File: config.mk
export PLATFORM = sky130hd
export DESIGN_NAME = recon4x4
export DESIGN_NICKNAME = d
export VERILOG_FILES = /design/src/rtl/recon4x4_pkg.sv /design/src/rtl/recon4x4_butterfly.sv /design/src/rtl/recon4x4_pixel.sv /design/src/rtl/recon4x4.sv
export SDC_FILE = /design/constraint.sdc
export NUM_CORES = 2
export LEC_CHECK = 0
export ABC_AREA = 1
export BUFFER_PORTS_ARGS = -buffer_cell sky130_fd_sc_hd__buf_2
export CAP_MARGIN = 20
export CORE_ASPECT_RATIO = 0.75
export CORE_MARGIN = 5
export CORE_UTILIZATION = 29
export DETAILED_ROUTE_END_ITERATION = 16
export PLACE_DENSITY = 0.53
export SYNTH_ARGS = -nofsm -noshare
export SYNTH_HDL_FRONTEND = slang
export SYNTH_SLANG_ARGS = --single-unit
File: constraint.sdc
create_clock -name clk_i -period 21.6 [get_ports clk_i]
set_input_delay 2.16 -clock clk_i [delete_from_list [all_inputs] [get_ports clk_i]]
set_output_delay 2.16 -clock clk_i [all_outputs]
set_load 0.01 [all_outputs]
File: src/rtl/recon4x4_pkg.sv
package recon4x4_pkg;
  localparam int BLK_N   = 4;
  localparam int BLK_PIX = BLK_N * BLK_N;
  localparam int IDX_W   = $clog2(BLK_PIX);

  typedef enum logic [2:0] {ST_IDLE, ST_ROW, ST_COL, ST_OUT, ST_DONE} st_e;
  typedef enum logic [1:0] {PATH_SKIP, PATH_DC, PATH_FULL} path_e;
endpackage

File: src/rtl/recon4x4_butterfly.sv
module recon4x4_butterfly #(
  parameter int W = 16
) (
  input  logic signed [W-1:0] a_i,
  input  logic signed [W-1:0] b_i,
  input  logic signed [W-1:0] c_i,
  input  logic signed [W-1:0] d_i,
  output logic signed [W-1:0] y0_o,
  output logic signed [W-1:0] y1_o,
  output logic signed [W-1:0] y2_o,
  output logic signed [W-1:0] y3_o
);
  logic signed [W-1:0] s0, s1, s2, s3;

  assign s0 = a_i + c_i;
  assign s1 = a_i - c_i;
  assign s2 = (b_i >>> 1) - d_i;
  assign s3 = b_i + (d_i >>> 1);

  assign y0_o = s0 + s3;
  assign y1_o = s1 + s2;
  assign y2_o = s1 - s2;
  assign y3_o = s0 - s3;
endmodule

File: src/rtl/recon4x4_pixel.sv
module recon4x4_pixel import recon4x4_pkg::*; #(
  parameter int CW    = 16,
  parameter int PW    = 8,
  parameter int SHIFT = 6
) (
  input  path_e               path_i,
  input  logic signed [CW-1:0] res_i,
  input  logic signed [CW:0]   dc_i,
  input  logic [PW-1:0]        pred_i,
  output logic [PW-1:0]        pix_o
);
  localparam int XW = CW + 2;
  localparam logic signed [XW-1:0] MAXP = XW'((1 << PW) - 1);

  logic signed [XW-1:0] sum_s, dc_x, ndc_x;
  logic [PW-1:0] full_pix, pos_m, neg_m, up_pix, dc_pix;
  logic [PW:0]   up_sum;

  // full path: scale, add, clamp
  assign sum_s = $signed({{(XW-PW){1'b0}}, pred_i}) + XW'(res_i >>> SHIFT);

  always_comb begin
    if (sum_s < 0)         full_pix = '0;
    else if (sum_s > MAXP) full_pix = '1;
    else                   full_pix = sum_s[PW-1:0];
  end

  // dc path: split positive/negative saturating offset
  assign dc_x  = XW'(dc_i);
  assign ndc_x = -dc_x;

  always_comb begin
    pos_m = '0;
    neg_m = '0;
    if (dc_x > 0)  pos_m = (dc_x > MAXP)  ? '1 : dc_x[PW-1:0];
    if (ndc_x > 0) neg_m = (ndc_x > MAXP) ? '1 : ndc_x[PW-1:0];
  end

  assign up_sum = {1'b0, pred_i} + {1'b0, pos_m};
  assign up_pix = up_sum[PW] ? '1 : up_sum[PW-1:0];
  assign dc_pix = (up_pix > neg_m) ? (up_pix - neg_m) : '0;

  always_comb begin
    case (path_i)
      PATH_DC:   pix_o = dc_pix;
      PATH_FULL: pix_o = full_pix;
      default:   pix_o = pred_i;
    endcase
  end
endmodule

File: src/rtl/recon4x4.sv
module recon4x4 import recon4x4_pkg::*; #(
  parameter int CW    = 16,
  parameter int PW    = 8,
  parameter int NW    = 5,
  parameter int SHIFT = 6
) (
  input  logic                  clk_i,
  input  logic                  rst_ni,
  input  logic                  start_i,
  input  logic                  intra_i,
  input  logic [NW-1:0]         nnz_i,
  input  logic [BLK_PIX*CW-1:0] coef_i,
  input  logic [BLK_PIX*PW-1:0] pred_i,
  output logic                  ready_o,
  output logic                  pix_valid_o,
  output logic [IDX_W-1:0]      pix_idx_o,
  output logic [PW-1:0]         pix_o,
  output logic                  done_o
);
  localparam logic signed [CW-1:0] RND   = CW'(1 << (SHIFT - 1));
  localparam logic signed [CW:0]   RND_X = (CW + 1)'(1 << (SHIFT - 1));

  st_e              st_q;
  logic [IDX_W-1:0] cnt_q;
  path_e            path_d, path_q;
  logic signed [CW-1:0] coef0;
  logic signed [CW:0]   dc_d, dc_q;
  logic             dc_nz;

  logic signed [CW-1:0] coef_q [BLK_PIX];
  logic signed [CW-1:0] mid_d  [BLK_PIX];
  logic signed [CW-1:0] mid_q  [BLK_PIX];
  logic signed [CW-1:0] res_d  [BLK_PIX];
  logic signed [CW-1:0] col_a  [BLK_N];
  logic [PW-1:0]        pred_q [BLK_PIX];
  logic [PW-1:0]        pix_d  [BLK_PIX];
  logic [PW-1:0]        pix_q  [BLK_PIX];

  // path select
  assign coef0 = coef_i[CW-1:0];
  assign dc_nz = |coef_i[CW-1:0];
  assign dc_d  = ($signed({coef0[CW-1], coef0}) + RND_X) >>> SHIFT;

  always_comb begin
    if (nnz_i == '0)                                path_d = (intra_i && dc_nz) ? PATH_DC : PATH_SKIP;
    else if (!intra_i && nnz_i == NW'(1) && dc_nz) path_d = PATH_DC;
    else                                            path_d = PATH_FULL;
  end

  // sequencing
  always_ff @(posedge clk_i or negedge rst_ni) begin
    if (!rst_ni) begin
      st_q  <= ST_IDLE;
      cnt_q <= '0;
    end else begin
      case (st_q)
        ST_IDLE: if (start_i) st_q <= ST_ROW;
        ST_ROW:  st_q <= ST_COL;
        ST_COL: begin
          st_q  <= ST_OUT;
          cnt_q <= '0;
        end
        ST_OUT: begin
          cnt_q <= cnt_q + 1'b1;
          if (cnt_q == IDX_W'(BLK_PIX - 1)) st_q <= ST_DONE;
        end
        default: st_q <= ST_IDLE;
      endcase
    end
  end

  // datapath registers
  always_ff @(posedge clk_i) begin
    if (st_q == ST_IDLE && start_i) begin
      for (int k = 0; k < BLK_PIX; k++) begin
        coef_q[k] <= coef_i[k*CW +: CW];
        pred_q[k] <= pred_i[k*PW +: PW];
      end
      path_q <= path_d;
      dc_q   <= dc_d;
    end
    if (st_q == ST_ROW) begin
      for (int k = 0; k < BLK_PIX; k++) mid_q[k] <= mid_d[k];
    end
    if (st_q == ST_COL) begin
      for (int k = 0; k < BLK_PIX; k++) pix_q[k] <= pix_d[k];
    end
  end

  // pass 1: rows
  for (genvar r = 0; r < BLK_N; r++) begin : g_row
    recon4x4_butterfly #(.W(CW)) u_bf (
      .a_i (coef_q[r*BLK_N + 0]),
      .b_i (coef_q[r*BLK_N + 1]),
      .c_i (coef_q[r*BLK_N + 2]),
      .d_i (coef_q[r*BLK_N + 3]),
      .y0_o(mid_d[r*BLK_N + 0]),
      .y1_o(mid_d[r*BLK_N + 1]),
      .y2_o(mid_d[r*BLK_N + 2]),
      .y3_o(mid_d[r*BLK_N + 3])
    );
  end

  // pass 2: columns, rounding folded into the first input
  for (genvar c = 0; c < BLK_N; c++) begin : g_col
    assign col_a[c] = mid_q[c] + RND;
    recon4x4_butterfly #(.W(CW)) u_bf (
      .a_i (col_a[c]),
      .b_i (mid_q[1*BLK_N + c]),
      .c_i (mid_q[2*BLK_N + c]),
      .d_i (mid_q[3*BLK_N + c]),
      .y0_o(res_d[0*BLK_N + c]),
      .y1_o(res_d[1*BLK_N + c]),
      .y2_o(res_d[2*BLK_N + c]),
      .y3_o(res_d[3*BLK_N + c])
    );
  end

  for (genvar k = 0; k < BLK_PIX; k++) begin : g_pix
    recon4x4_pixel #(.CW(CW), .PW(PW), .SHIFT(SHIFT)) u_pix (
      .path_i(path_q),
      .res_i (res_d[k]),
      .dc_i  (dc_q),
      .pred_i(pred_q[k]),
      .pix_o (pix_d[k])
    );
  end

  assign ready_o     = (st_q == ST_IDLE);
  assign pix_valid_o = (st_q == ST_OUT);
  assign done_o      = (st_q == ST_DONE);
  assign pix_idx_o   = cnt_q;
  assign pix_o       = pix_q[cnt_q];
endmodule

# Word-level counts from Yosys, hierarchy flattened
# Memory sizes are Yosys's and may differ from the RTL's.
# Index checks and enable logic that the tools add are counted.
[word_totals]
elab_cells = 296
reg_bits = 20
latchBits = 0
in_bits = 393
romBits = 0
mem_bits_rw = 768
memories = 4
out_inout_bits = 15
[classes]
n_reduce_logical = 10
shift = 0
multipliers = 0
addsub = 119
div_mod_pow = 0
eq_ne = 10
mux = 97
bitwise_logic = 0
order_cmp = 52
[memory_table]
columns = ["memory", "words", "width", "rd", "rd_clocked_by_memory_dff", "wr", "line_no", "source"]
rows = [
  ["coef_q", 16, 16, 16, 0, 16, "recon4x4.sv:30", "logic signed [CW-1:0] coef_q [BLK_PIX];"],
  ["mid_q", 16, 16, 16, 0, 16, "recon4x4.sv:32", "logic signed [CW-1:0] mid_q [BLK_PIX];"],
  ["pix_q", 16, 8, 1, 0, 16, "recon4x4.sv:37", "logic [PW-1:0] pix_q [BLK_PIX];"],
  ["pred_q", 16, 8, 16, 0, 16, "recon4x4.sv:35", "logic [PW-1:0] pred_q [BLK_PIX];"],
]
[ops]
columns = ["operator", "count"]
rows = [
  ["$mux W8", 68],
  ["$add A16 B16 Y16", 24],
  ["$sub A16 B16 Y16", 24],
  ["$pmux W8 S2", 16],
  ["$gt A11 B9 Y1 const B", 17],
  ["$add A9 B10 Y11", 16],
  ["$lt A11 B1 Y1 const B", 16],
  ["$add A8 B8 Y9", 16],
  ["$add A16 B15 Y16", 8],
  ["$gt A8 B8 Y1", 16],
  ["$sub A15 B16 Y16", 8],
  ["$sub A8 B8 Y8", 16],
  ["$add A16 B7 Y16 const B", 4],
  ["$gt A18 B1 Y1 const B", 1],
  ["$gt A18 B9 Y1 const B", 1],
  ["$neg A11 Y18", 1],
  ["$add A16 B7 Y17 const B", 1],
  ["$reduce_or A16 Y1", 1],
  ["$pmux W3 S4", 1],
  ["$gt A11 B1 Y1 const B", 1],
  ["$pmux W4 S2", 1],
  ["$mux W1", 7],
  ["$eq A3 B2 Y1 const B", 2],
  ["$mux W3", 2],
  ["16 further kinds", 20],
]

# Depth between registers and ports, before layout
[depth]
depth_word = 8
mapped_depth = 42
depth_no_buf = 42

# By module
# Synthesis repeated with hierarchy kept, for this count alone.
[hier_totals]
cells_unflattened = 16566
area_unflattened_um2 = 113104.7
[modules_own_cells]
columns = ["mod", "area_each_um2", "seq_area_each_um2", "instances", "cells_per_inst"]
rows = [
  ["recon4x4_butterfly (g_col[0].u_bf ...)", 6545.0, 0.0, 6, 1116],
  ["recon4x4_pixel (g_pix[0].u_pix ...)", 2168.3, 0.0, 13, 394],
  ["recon4x4", 26415.3, 23627.7, 1, 1394],
  ["recon4x4_butterfly (g_row[0].u_bf ...)", 6537.5, 0.0, 2, 1122],
  ["recon4x4_pixel (g_pix[8].u_pix)", 2152.1, 0.0, 1, 376],
  ["recon4x4_pixel (g_pix[7].u_pix)", 2089.5, 0.0, 1, 389],
  ["recon4x4_pixel (g_pix[9].u_pix)", 1914.3, 0.0, 1, 345],
]

# Least setup slack after synthesis
# No wires, ideal clock.
[synth_path]
path_type = "input-to-reg"
start = "input port start_i"
end = "memory coef_q[0][0] (enable)"
cell_stages = 2
arrival_ns = 18.468
slack_ns = 1.968
setup_time_ns = 1.164
n_path_buf = 0
t_required_ns = 20.436
path_cell_list = "inv_1 nor2_1"
[synth_rtl]
columns = ["element", "line_no", "source"]
rows = [
  ["from (decl)", "recon4x4.sv:9", "input logic start_i,"],
  ["to (decl)", "recon4x4.sv:30", ""],
]

==> impl_metrics.ini <==
[drt]
route.detailed.vias_per_inst = 4.90
remaining_drc_errors = 0
ant_nets = 0
num_vias = 76500
detail_route.wirelength_um = 322000
avgRoutedWirePerCell_um = 20.6
initial_drt_markers = 7276
detail_route.first_pass.iterations = 6

[synth]
post_synth_xor_area_fraction_pct = 10.5
yosys.area_share.simple_pct = 16.3
netlist.area_leader.share_pct = 26.5
postSynth.asyncResetShare_pct = 0.897
synth_adder_area_share_pct = 21.5
synth_edf_count = 773
synth_seq_cells = 780
post_synth_inst_count = 11200
post_synth_mux_area_share_pct = 0
netlist_area_um2 = 87600
synth_compound_gate_area_share_pct = 15.5
synthTopCellsByArea = sky130_fd_sc_hd__edfxtp_1 (26%), sky130_fd_sc_hd__ha_1 (19%), sky130_fd_sc_hd__xor2_1 (8.8%)
yosys.cell_count.top_type = sky130_fd_sc_hd__inv_1
synth_ff_type = sky130_fd_sc_hd__edfxtp_1
synth-warning-count = 0
synthesized_net_count = 13100
post_synthesis_cell_type_count = 71
synth_commonest_cells = sky130_fd_sc_hd__inv_1 (1933), sky130_fd_sc_hd__nand2_1 (1641), sky130_fd_sc_hd__ha_1 (1354)
sequential_fraction_of_the_synthesis_area_pct = 26.7
synth_top_family_by_area = adder cells
yosysTopAreaCell = sky130_fd_sc_hd__edfxtp_1
avgSynthCellArea_um2 = 7.80

[layout]
area_growth_syn_to_layout_pct = 11.1
postLayoutCellArea_um2 = 97400
drive_above_1_share_pct = 6.41
regArea_um2 = 23400
design.final.nets = 13400
multi_input_comb_area_um2 = 56000
n_fill_cell = 32100

[clock_network]
clock_tree_from_tritoncts = done
clk_transition_reported_paths_ps = 60
clock-root-buffer = sky130_fd_sc_hd__clkbuf_16
cts.hold.buffers_added = 0
cts_made_buffers = 95
cts_max_level = 3
post_cts_buffers = 0
cts_resized = 0
clock_latency_on_the_worst_skew_pair_ps = 790
cts.path.max_buffers = 3
numClockSinks = 780

[critical_path]
worstSetupEndpointType = flop
cpPeakStageDelay_ps = 470
r2r_start = dc_q[0]
cpMaxStageDelayCell = sky130_fd_sc_hd__fa_1
critical_path.startpoint_type = flop
timing.critical_path.from = dc_q[0]
crit_arrival_ps = 7290
worstReg2RegEnd = pix_q[7][0]
criticalPathCategory = flop to flop
path_common_cell = sky130_fd_sc_hd__nand2_1
reg2reg_setup_slack_ps = 14920
worst-r2r-cell-count = 38
crit_fanout = 16
critical_path_required_ps = 22210

[sta]
worst_slew_pin_slew_ps = 1310
rsz0062_at_grt = no
final.min_clock_period_ps = 6680
clock.fmax_mhz = 150
relSlewSlack_pct = 12.2
fin_tns_setup_ps = 0
timing.final.setup_violations = 0
final-hold-violation-count = 0
clock_skew_ps = 55.0
period_share_pct = 30.9
final-max-slew-violation-count = 0

[place]
weighted_congestion_at_the_end_of_routability_driven_global_placement = 0.969
placed_cell_area_um2 = 94000
detailed_place_hpwl_um = 267000
buffer_ports.inserted = 407

[global_routing]
first_global_vias = 70800
grt.overflow.total = 0
grt_antenna_before_repair = 25
grt_first_pass_wirelength_um = 468000
gr-usage-all-layers_pct = 19.8
grt_max_degree = 95

[min_path]
min_from = st_q[0]
min_to = st_q[0]
worst_hold_path_type = flop to flop
hold_depth = 3

[die]
placement_rows = 174
floorplan.die.width_um = 645
fp.dieArea_um2 = 313000
start_util_pct = 29.2
floorplan.core_area_um2 = 300000
die_h_um = 486
io_pins = 408

[run]
cap_violations = 0

[outcome]
run_status = completed
final cells by class:
type                       count  area share, %
clock buffer                 104           2.48
timing repair buffer         443           2.37
antenna                        6         0.0154
clock inverter                70          0.971
sequential                   780           24.0
multi-input combinational   8264           57.5
tap                         3960           5.09
inverter                    1974           7.61
worst max-delay path by stage:
stage	end	slack [ps]	cells after the start
after floorplan	coef_q[0][0]	1970	2
after global placement	pix_q[7][5]	14940	31
after detailed placement	pix_q[7][0]	15040	38
after CTS	pix_q[7][0]	14970	38
after global routing	pix_q[4][2]	14160	39
final	pix_q[7][0]	14920	38
per-layer routing:
| metal | track usage, % | vias to the layer above | wire length, µm |
|---|---|---|---|
| met1 | 31.1 | 35600 | 165000 |
| met4 | 3.50 | 14 | 6350 |
| met3 | 3.04 | 262 | 23100 |
| li1 | - | 38100 | - |
| met2 | 28.3 | 2522 | 128000 |
| met5 | 0 | - | 87 |
registers in the layout, summed over array words and instances (netlist names):
name / cells
pred_q: 128
pix_q: 128
pix_idx_o: 4
path_q: 2
mid_q: 248
dc_q: 11
coef_q: 256
st_q: 3
metrics by stage:
stage	hold WS, ps	util, %	instances	setup slack, ps
after floorplan	528	-	11200	1970
after CTS	624	32.4	15600	14970
after detailed placement	619	31.3	15400	15040
after global placement	610	31.3	15400	14940
final	631	32.4	15600	14920
after global routing	645	32.4	15600	14160
cells by family after synthesis:
kind of cell,after synthesis
AO/OA/AOI/OAI,2406
XOR/XNOR,1036
adder cells (fa/ha/maj),1450
buffers and inverters,2186
flip-flops,780
AND/OR/NAND/NOR,3372
cells in the final DEF (no fill, tap or decap), drive strengths merged, types with 38 or more instances in the layout:
master	netlist	layout
xor2	882	882
o31ai	57	57
o21a	38	38
nand3	488	488
a21oi	1204	1204
fa	96	96
nor3	182	182
edfxtp	773	773
xnor2	148	148
o21ai	591	591
nor2	829	829
nor4	55	55
a31oi	102	102
nand2	1654	1654
a21o	94	94
clkinv	2	38
o21bai	150	150
inv	1972	1976
clkbuf	136	104
ha	1354	1354
buf	73	443
nand4	63	63
critical path, delay by kind of cell, from the launching register on:
family	cells	cell delay, ps
compound gates	12	1950
fa+ha+maj	5	1620
simple gates	13	1490
buf+inv	8	1000
flops	1	450
Power is not shown: default switching activity piles up to over one toggle a cycle in this logic, so the estimate is an artifact.
